<file path="config.mk">
export PLATFORM = sky130hd
export DESIGN_NAME = sample_dma_fetcher
export DESIGN_NICKNAME = d
export VERILOG_FILES = /design/src/rtl/sdf_pkg.sv /design/src/rtl/sdf_fifo.sv /design/src/rtl/sdf_unpack.sv /design/src/rtl/sample_dma_fetcher.sv
export SDC_FILE = /design/constraint.sdc
export NUM_CORES = 1
export LEC_CHECK = 0
export BUFFER_PORTS_ARGS = -buffer_cell sky130_fd_sc_hd__buf_4
export CAP_MARGIN = 20
export CELL_PAD_IN_SITES_DETAIL_PLACEMENT = 0
export CELL_PAD_IN_SITES_GLOBAL_PLACEMENT = 2
export CORE_MARGIN = 1.5
export CORE_UTILIZATION = 43
export CTS_CLUSTER_DIAMETER = 60
export DETAILED_ROUTE_END_ITERATION = 6
export GPL_TIMING_DRIVEN = 1
export HOLD_SLACK_MARGIN = 0.06
export PLACE_DENSITY = 0.92
export SLEW_MARGIN = 20
export SYNTH_ARGS = -nofsm -noshare
export SYNTH_HDL_FRONTEND = slang
export SYNTH_SLANG_ARGS = --single-unit
export TNS_END_PERCENT = 5
</file>
<file path="constraint.sdc">
create_clock -name clk -period 9.35 [get_ports clk]
set_input_delay 0.4675 -clock clk [delete_from_list [all_inputs] [get_ports clk]]
set_output_delay 0.4675 -clock clk [all_outputs]
set_load 0.03 [all_outputs]
</file>
<file path="src/rtl/sdf_pkg.sv">
package sdf_pkg;
    localparam int SMP_W  = 32;
    localparam int HALF_W = 16;

    typedef enum logic {
        BUF_A = 1'b0,
        BUF_B = 1'b1
    } buf_id_e;
endpackage

</file>
<file path="src/rtl/sdf_fifo.sv">
module sdf_fifo #(
    parameter int WIDTH = 32,
    parameter int DEPTH = 4,
    localparam int PTR_W = (DEPTH > 1) ? $clog2(DEPTH) : 1,
    localparam int CNT_W = $clog2(DEPTH + 1)
) (
    input  logic             clk,
    input  logic             rst_n,
    input  logic             push,
    input  logic [WIDTH-1:0] wdata,
    input  logic             pop,
    output logic [WIDTH-1:0] head,
    output logic             nonempty,
    output logic [CNT_W-1:0] count
);
    typedef struct packed {
        logic [PTR_W-1:0] wp;
        logic [PTR_W-1:0] rp;
        logic [CNT_W-1:0] cnt;
    } fifo_st_t;

    fifo_st_t st_d, st_q;
    logic [WIDTH-1:0] mem [DEPTH];

    function automatic logic [PTR_W-1:0] bump(input logic [PTR_W-1:0] p);
        return (p == PTR_W'(DEPTH - 1)) ? '0 : p + 1'b1;
    endfunction

    always_comb begin
        st_d = st_q;
        if (push) st_d.wp = bump(st_q.wp);
        if (pop)  st_d.rp = bump(st_q.rp);
        case ({push, pop})
            2'b10:   st_d.cnt = st_q.cnt + 1'b1;
            2'b01:   st_d.cnt = st_q.cnt - 1'b1;
            default: st_d.cnt = st_q.cnt;
        endcase
    end

    always_ff @(posedge clk) begin
        if (!rst_n) st_q <= '0;
        else        st_q <= st_d;
    end

    always_ff @(posedge clk) begin
        if (push) mem[st_q.wp] <= wdata;
    end

    assign head     = mem[st_q.rp];
    assign nonempty = (st_q.cnt != '0);
    assign count    = st_q.cnt;
endmodule

</file>
<file path="src/rtl/sdf_unpack.sv">
module sdf_unpack
    import sdf_pkg::*;
(
    input  logic             clk,
    input  logic             rst_n,
    input  logic             wide,
    input  logic             in_valid,
    input  logic [SMP_W-1:0] in_word,
    output logic             in_pop,
    output logic             out_valid,
    output logic [SMP_W-1:0] out_data,
    input  logic             out_ready
);
    typedef struct packed {
        logic upper;
    } unpack_st_t;

    unpack_st_t st_d, st_q;
    logic       fire;

    always_comb begin
        st_d      = st_q;
        fire      = in_valid && out_ready;
        out_valid = in_valid;
        if (wide) begin
            out_data = in_word;
            in_pop   = fire;
            st_d.upper = 1'b0;
        end else begin
            out_data = {{(SMP_W - HALF_W){1'b0}},
                        st_q.upper ? in_word[SMP_W-1:HALF_W] : in_word[HALF_W-1:0]};
            in_pop   = fire && st_q.upper;
            if (fire) st_d.upper = ~st_q.upper;
        end
    end

    always_ff @(posedge clk) begin
        if (!rst_n) st_q <= '0;
        else        st_q <= st_d;
    end
endmodule

</file>
<file path="src/rtl/sample_dma_fetcher.sv">
module sample_dma_fetcher
    import sdf_pkg::*;
#(
    parameter int ADDR_W     = 16,
    parameter int LEN_W      = 8,
    parameter int FIFO_DEPTH = 4,
    localparam int CNT_W     = $clog2(FIFO_DEPTH + 1)
) (
    input  logic              clk,
    input  logic              rst_n,
    input  logic              run,
    input  logic              wide,
    input  logic              cfg_we,
    input  logic              cfg_sel,
    input  logic [ADDR_W-1:0] cfg_base,
    input  logic [LEN_W-1:0]  cfg_len,
    output logic [1:0]        refill_req,
    output logic              underrun,
    output logic              rd_req,
    output logic [ADDR_W-1:0] rd_addr,
    input  logic              rd_ready,
    input  logic              rd_rvalid,
    input  logic [SMP_W-1:0]  rd_rdata,
    output logic              smp_valid,
    output logic [SMP_W-1:0]  smp_data,
    input  logic              smp_ready
);
    typedef struct packed {
        buf_id_e                  cur;
        logic [LEN_W-1:0]         off;
        logic [1:0]               loaded;
        logic [1:0]               refill;
        logic                     under;
        logic [CNT_W-1:0]         outst;
        logic [1:0][ADDR_W-1:0]   base;
        logic [1:0][LEN_W-1:0]    len;
    } walk_st_t;

    walk_st_t         st_d, st_q;
    logic [CNT_W-1:0] fifo_cnt;
    logic [CNT_W-1:0] outst_cnt;
    logic             credit_ok;
    logic             accept;
    logic             at_last;
    logic             next_ready;
    buf_id_e          other;
    logic             head_valid;
    logic             head_pop;
    logic [SMP_W-1:0] head_word;

    always_comb begin
        st_d       = st_q;
        other      = buf_id_e'(~st_q.cur);
        credit_ok  = ({1'b0, fifo_cnt} + {1'b0, st_q.outst}) < (CNT_W + 1)'(FIFO_DEPTH);
        rd_req     = run && !st_q.under && st_q.loaded[st_q.cur] && credit_ok;
        rd_addr    = st_q.base[st_q.cur] + ADDR_W'(st_q.off);
        accept     = rd_req && rd_ready;
        at_last    = (st_q.off == st_q.len[st_q.cur] - 1'b1);
        next_ready = st_q.loaded[other] || (cfg_we && (cfg_sel == other));

        case ({accept, rd_rvalid})
            2'b10:   st_d.outst = st_q.outst + 1'b1;
            2'b01:   st_d.outst = st_q.outst - 1'b1;
            default: st_d.outst = st_q.outst;
        endcase

        if (!run) begin
            st_d.cur   = BUF_A;
            st_d.off   = '0;
            st_d.under = 1'b0;
        end else if (accept) begin
            if (at_last) begin
                st_d.off                 = '0;
                st_d.loaded[st_q.cur]    = 1'b0;
                st_d.refill[st_q.cur]    = 1'b1;
                st_d.cur                 = other;
                if (!next_ready) st_d.under = 1'b1;
            end else begin
                st_d.off = st_q.off + 1'b1;
            end
        end

        if (cfg_we) begin
            st_d.base[cfg_sel]   = cfg_base;
            st_d.len[cfg_sel]    = cfg_len;
            st_d.loaded[cfg_sel] = 1'b1;
            st_d.refill[cfg_sel] = 1'b0;
        end
    end

    always_ff @(posedge clk) begin
        if (!rst_n) st_q <= '0;
        else        st_q <= st_d;
    end

    assign refill_req = st_q.refill;
    assign underrun   = st_q.under;
    assign outst_cnt  = st_q.outst;

    sdf_fifo #(
        .WIDTH (SMP_W),
        .DEPTH (FIFO_DEPTH)
    ) u_fifo (
        .clk      (clk),
        .rst_n    (rst_n),
        .push     (rd_rvalid),
        .wdata    (rd_rdata),
        .pop      (head_pop),
        .head     (head_word),
        .nonempty (head_valid),
        .count    (fifo_cnt)
    );

    sdf_unpack u_unpack (
        .clk       (clk),
        .rst_n     (rst_n),
        .wide      (wide),
        .in_valid  (head_valid),
        .in_word   (head_word),
        .in_pop    (head_pop),
        .out_valid (smp_valid),
        .out_data  (smp_data),
        .out_ready (smp_ready)
    );
endmodule

</file>
# --- Yosys cells after proc, flatten, opt, wreduce, memory -nomap -nowiden ---
# Memories as Yosys holds them, arrays and structs flattened. A register that Yosys moved wholly into a read port is not among the register bits.
# Index checks and enable logic that the tools add are counted.
op_classes:
  n_eq_ne: 8
  n_bitwise: 10
  n_reduce_logical: 18
  magnitude_cmp: 6
  n_addsub: 10
  n_mux: 35
ops:
  columns: ["op", "n"]
  rows:
  - ["$mux W16", 4]
  - ["$bwmux W32", 1]
  - ["$mux W32", 1]
  - ["$mux W8", 4]
  - ["$add A16 B8 Y16", 1]
  - ["$bwmux W16", 1]
  - ["$demux W16 S1", 1]
  - ["$pmux W3 S2", 2]
  - ["$mux W1", 10]
  - ["$mux W5", 2]
  - ["$logic_and A1 B1 Y1", 9]
  - ["$add A8 B1 Y8 const B", 1]
  - ["$demux W8 S1", 1]
  - ["$eq A2 B2 Y1 const B", 4]
  - ["$eq A8 B8 Y1", 1]
  - ["$mux W2", 4]
  - ["$mux W4", 2]
  - ["$sub A8 B1 Y8 const B", 1]
  - ["$add A3 B1 Y3 const B", 2]
  - ["$lt A1 B2 Y1 const B", 3]
  - ["$sub A3 B1 Y3 const B", 2]
  - ["$add A2 B1 Y2 const B", 2]
  - ["$add A3 B3 Y4", 1]
  - ["$and A2 B2 Y2", 2]
  - ["other kinds (15)", 25]
word_totals:
  memories: 1
  ff_bits: 73
  inputBits: 65
  ramBits: 128
  out_inout_bits: 53
  wordCells: 102
memory_table:
  columns: ["memory", "depth", "width", "rd", "rd_ports_with_merged_regs", "wr", "line", "rtl"]
  rows:
  - ["u_fifo.mem", 4, 32, 1, 1, 1, "sdf_fifo.sv:23", "logic [WIDTH-1:0] mem [DEPTH];"]

# --- Depth between registers and ports, before layout ---
depth:
  ltp_word: 11
  mapped_depth: 15
  mapped_depth_nobuf: 11

# --- Cells and area by module ---
# From an unflattened synthesis, not the netlist that was laid out.
hier_totals:
  cells_unflattened: 711
  hier_area_um2: 9301.4
modules_own_cells:
  columns: ["module", "area_each_um2", "cells_per_inst", "seq_area_each_um2", "n_inst"]
  rows:
  - ["sdf_fifo", 5129.9, 212, 4023.9, 1]
  - ["sample_dma_fetcher", 3746.1, 456, 1301.2, 1]
  - ["sdf_unpack", 425.4, 43, 20.0, 1]

# --- Least setup slack after synthesis ---
# OpenSTA, ideal clock, no wires.
synth_path:
  kind: "register -> output"
  from: "register st_q[64] (netlist bit)"
  to: "output rd_addr[9]"
  slack_ps: 5203
  stages_incl_launch_ff: 13
  arrival_ps: 3679
  required_time_ps: 8883
  path_buffers: 4
  path_cell_list: "dfxtp_1 -> buf_6 -> buf_2 -> buf_1 -> buf_1 -> mux2i_1 -> inv_1 -> ha_1 -> a21oi_1 -> nor2b_1 -> a31oi_1 -> a21oi_1 -> o311ai_0"
synth_via:
  elab_chain_len: 3
synth_rtl:
  columns: ["item", "line", "rtl"]
  rows:
  - ["from (decl)", "sample_dma_fetcher.sv:39", "walk_st_t st_d, st_q;"]
  - ["from (signal assigned)", "sample_dma_fetcher.sv:93", "else st_q <= st_d;"]
  - ["$mux W16 (not written as such) (2 in series)", "sample_dma_fetcher.sv:56", "rd_addr = st_q.base[st_q.cur] + ADDR_W'(st_q.off);"]
  - ["$add A16 B8 Y16", "sample_dma_fetcher.sv:56", null]
  - ["to (decl)", "sample_dma_fetcher.sv:20", "output logic [ADDR_W-1:0] rd_addr,"]
# No other way between the ends. The select of a mux whose other input is x is not followed.

# --- Worst setup path after layout ---
layout_path:
  from: "register st_q[64] (netlist bit)"
  to: "output rd_addr[14]"
# The elaborated chain is that of the path after synthesis.

==> summary.md <==
| Metric | Value |
|---|---|
| CP Launch Type | flop |
| Seq/Total Area, Yosys | 0.5924 |
| RR Startpoint | st_q[64] |
| TritonCTS clock tree | built |
| Synth Flop Type | edfxtp_1 |
| Initial antenna violation count | 0 |
| CTS Root Cell | clkbuf_16 |
| Async S/R FF share, synth | 0 |
| GP Congestion | 0.8008 |
| Power per cell area | between 150 and 200 nW/um^2 |
| P&R area growth vs syn | 19.98% |
| Initial drt markers | about 330 |
| Slew margin rel. | 0.2884 |
| Worst slew pin tran | ~1.1 ns |
| Crit path cell chain | buf_4, mux2_2, ha_1, a21boi_0, o31ai_1, a21oi_1, nor2b_1, xnor2_1, buf_4 |
| Largest net degree at the start of global routing | 67 |
| Post-synthesis xor/xnor area fraction | 0.03301 |
| Worst skew pair latency | 0.50 ns |
| Hold buffer count at CTS | 0 |
| Most frequent cells in the layout | 128 x edfxtp_1, 126 x buf_4, 114 x nand2_1 |
| DIE WIDTH | 147.9 um |
| Cells after Synth | between 600 and 700 |
| Setup TNS | 0 ns |
| Syn_nets | around 790 |
| Diode count | 0 |
| Fmax | 260.8 MHz |
| Max Clock Skew | 0.01082 ns |
| Slowest stage delay, CP | ~0.46 ns |
| Initial core utilization | 0.4416 |
| Slowest CP cell | buf_4 |
| Worst-path fanout max | 43 |
| Detailed Place HPWL | between 10000 and 15000 um |
| Final hold violations | 0 |
| Most frequent cell on the critical path | buf_4 |
| Most common cell after layout, fill and taps aside | edfxtp_1 |
| Max-slew violations | 0 |
| Clock slew at reported path FFs | approximately 0.060 ns |
| Final Critical Period | 3.834 ns |
| Max-Cap Viols | 0 |
| Tcrit/Tclk final | 0.4100 |
| Mapped cell area | between 9000 and 10000 sq um |
| H-tree level count | 1 |
| Status | finished, final reports clean |
| Wire length per cell | between 15 and 20 um |
| Number of CTS-inserted buffers | 22 |
| Post-Route WL | slightly below 20000 um |
| Simple-gate portion of the synthesized area | 0.1112 |
| I/O pin cnt | roughly 120 |
| Top cells by area, synth | edfxtp_1 43%, dfxtp_1 17%, mux4_2 8.0%, nand2_1 4.7%, a21boi_0 4.5% |
| Avg Inst Size Synth | roughly 13 sq um |
| Die ar. | 21860 sq um |
| Number of flops mapped to enable cells by yosys | between 100 and 150 |
| Element type at the critical path end | output port |
| Main combinational cell family by area after synthesis | multiplexers |
| Peak supply drop | 105.5 uV |
| Final setup fails | 0 |
| Required @ worst endpoint | 8.88 ns |
| Hold Startpoint | rd_rdata[28] |
| Post-synthesis compound-gate area fraction | 0.07655 |
| Clk buf depth | 3 |
| Worst hold path type | primary input to flop |
| Critical Path Source | st_q[64] |
| RSZ-0062 raised after global routing | no |
| Synth top area share | 0.4260 |
| Total power | about 2.1 mW |
| # DRC | 0 |
| Post-synth top area cell | edfxtp_1 |
| Fraction of layout cells with a size suffix above 1 | 0.2645 |
| Die Y | between 100 and 150 um |
| First-pass GRT wire length | approximately 30000 um |
| Rows | 52 |
| WS Path Type | flop to output port |
| Adder-cell share of the synthesized area | 0.03301 |
| Post-CTS Setup Bufs | 0 |
| Total core area | between 20000 and 25000 sq um |
| Mux contribution to synthesized area | 0.1286 |
| DRT antenna net count | 0 |
| Warnings, synthesis | 0 |
| Vias in the first global route | just under 6000 |
| P_leak | 3.907 nW |
| Arr. time, crit path | roughly 3.4 ns |
| Count of cell types in the netlist | between 50 and 60 |
| Vias per cell | about 5.2 |
| CTS Sinks | between 200 and 250 |
| Seq cells post-synth | approximately 200 |
| Total track usage | 0.1790 |
| I/O Buffers | between 100 and 150 |
| CTS resizes | 0 |
| Via count | ~5700 |
| GR Overflow Total | 0 |
| Layout Nets | approximately 900 |
| DRT Pass-1 Iters | 4 |
area by class of cell:
type	count	area, sq um
Clock inverter	12	101.3
Clock buffer	28	573.1
Tap cell	270	337.8
Multi-Input combinational cell	441	3452
Timing Repair Buffer	126	945.9
Sequential cell	203	5348
Inverter	18	67.56
Fill cell	1742	9604
flip-flops by register name, indices dropped and copies added (netlist names), named ones only:
register	cells
u_fifo.count	3
u_unpack.st_q	1
outst_cnt	3
u_fifo.st_q	4
underrun	1
st_q	59
u_fifo.mem	128
refill_req	2
final timing paths:
check        cells past startpoint           endpoint  slack, ns
max                              9        rd_addr[14]       5.52
min                              1  u_fifo.mem[2][28]       0.17
max reg2reg                     10           st_q[64]       6.30
min reg2reg                      2           st_q[16]       0.46
critical path: cells and delay by family (launching register included):
| kind | cells | cell delay [ns] |
|---|---|---|
| AOI/OAI and AO/OA | 3 | 0.77 |
| buffers and inverters | 2 | 0.65 |
| muxes | 1 | 0.40 |
| DFF | 1 | 0.38 |
| adders and majority gates | 1 | 0.32 |
| and+or+nand+nor | 1 | 0.21 |
| xor gates and xnor gates | 1 | 0.14 |
cell families (layout without fill, tap and decap cells):
kind of cell / Yosys count / after routing
buf+inv: 54 / 184
flops: 203 / 203
compound gates: 96 / 96
fa+ha+maj: 22 / 22
simple gates: 216 / 216
xor+xnor: 34 / 34
mux: 73 / 73
metrics by stage:
stage	std cells	worst slack, ns	hold slack, ns	util	cell area [sq um]
finish	1098	5.516	0.1657	0.5299	10830
global route	1098	5.241	0.1491	0.5299	10830
CTS	1098	5.422	0.1483	0.5299	10830
detailed placement	1058	5.988	0.4598	0.4969	10150
global placement	1058	6.101	0.4499	0.4968	10150
floorplan	698	5.203	0.4400	-	9022
power breakdown:
| part | total, mW | leakage (nW) | internal [mW] | switching, mW |
|---|---|---|---|---|
| Combinational | 0.288 | 1.79 | 0.128 | 0.160 |
| Sequential | 1.01 | 1.79 | 0.993 | 0.0179 |
| Clock | 0.805 | 0.324 | 0.465 | 0.340 |
Yosys cell counts, types with 2 or more instances:
cell type,instances
and3_1,3
mux2i_1,18
xor2_1,15
o21a_1,3
clkbuf_1,24
buf_2,2
mux4_2,32
nor3b_1,3
o211a_1,3
nor3_1,8
nand2_1,114
nand2b_1,2
a21boi_0,54
inv_1,18
nor2_1,29
a21o_1,2
edfxtp_1,128
or3_1,3
dfxtp_1,75
o21ai_0,12
xnor2_1,19
nand3_1,6
a31oi_1,2
nand4_1,2
fa_1,3
buf_6,2
mux2_2,23
buf_1,6
nand3_2,2
buf_4,2
ha_1,19
and2_1,27
a21oi_1,10
nor2b_1,10
per-layer routing:
metal	up-vias	GRT usage	wire length, um	share of wire
met3	29	0.03241	1109	0.058
li1	2743	-	-	-
met1	2801	0.2383	8421	0.44
met4	0	0.05050	381	0.020
met5	-	0	0	0
met2	154	0.3012	9346	0.49
(Power assumes the default switching activity.)
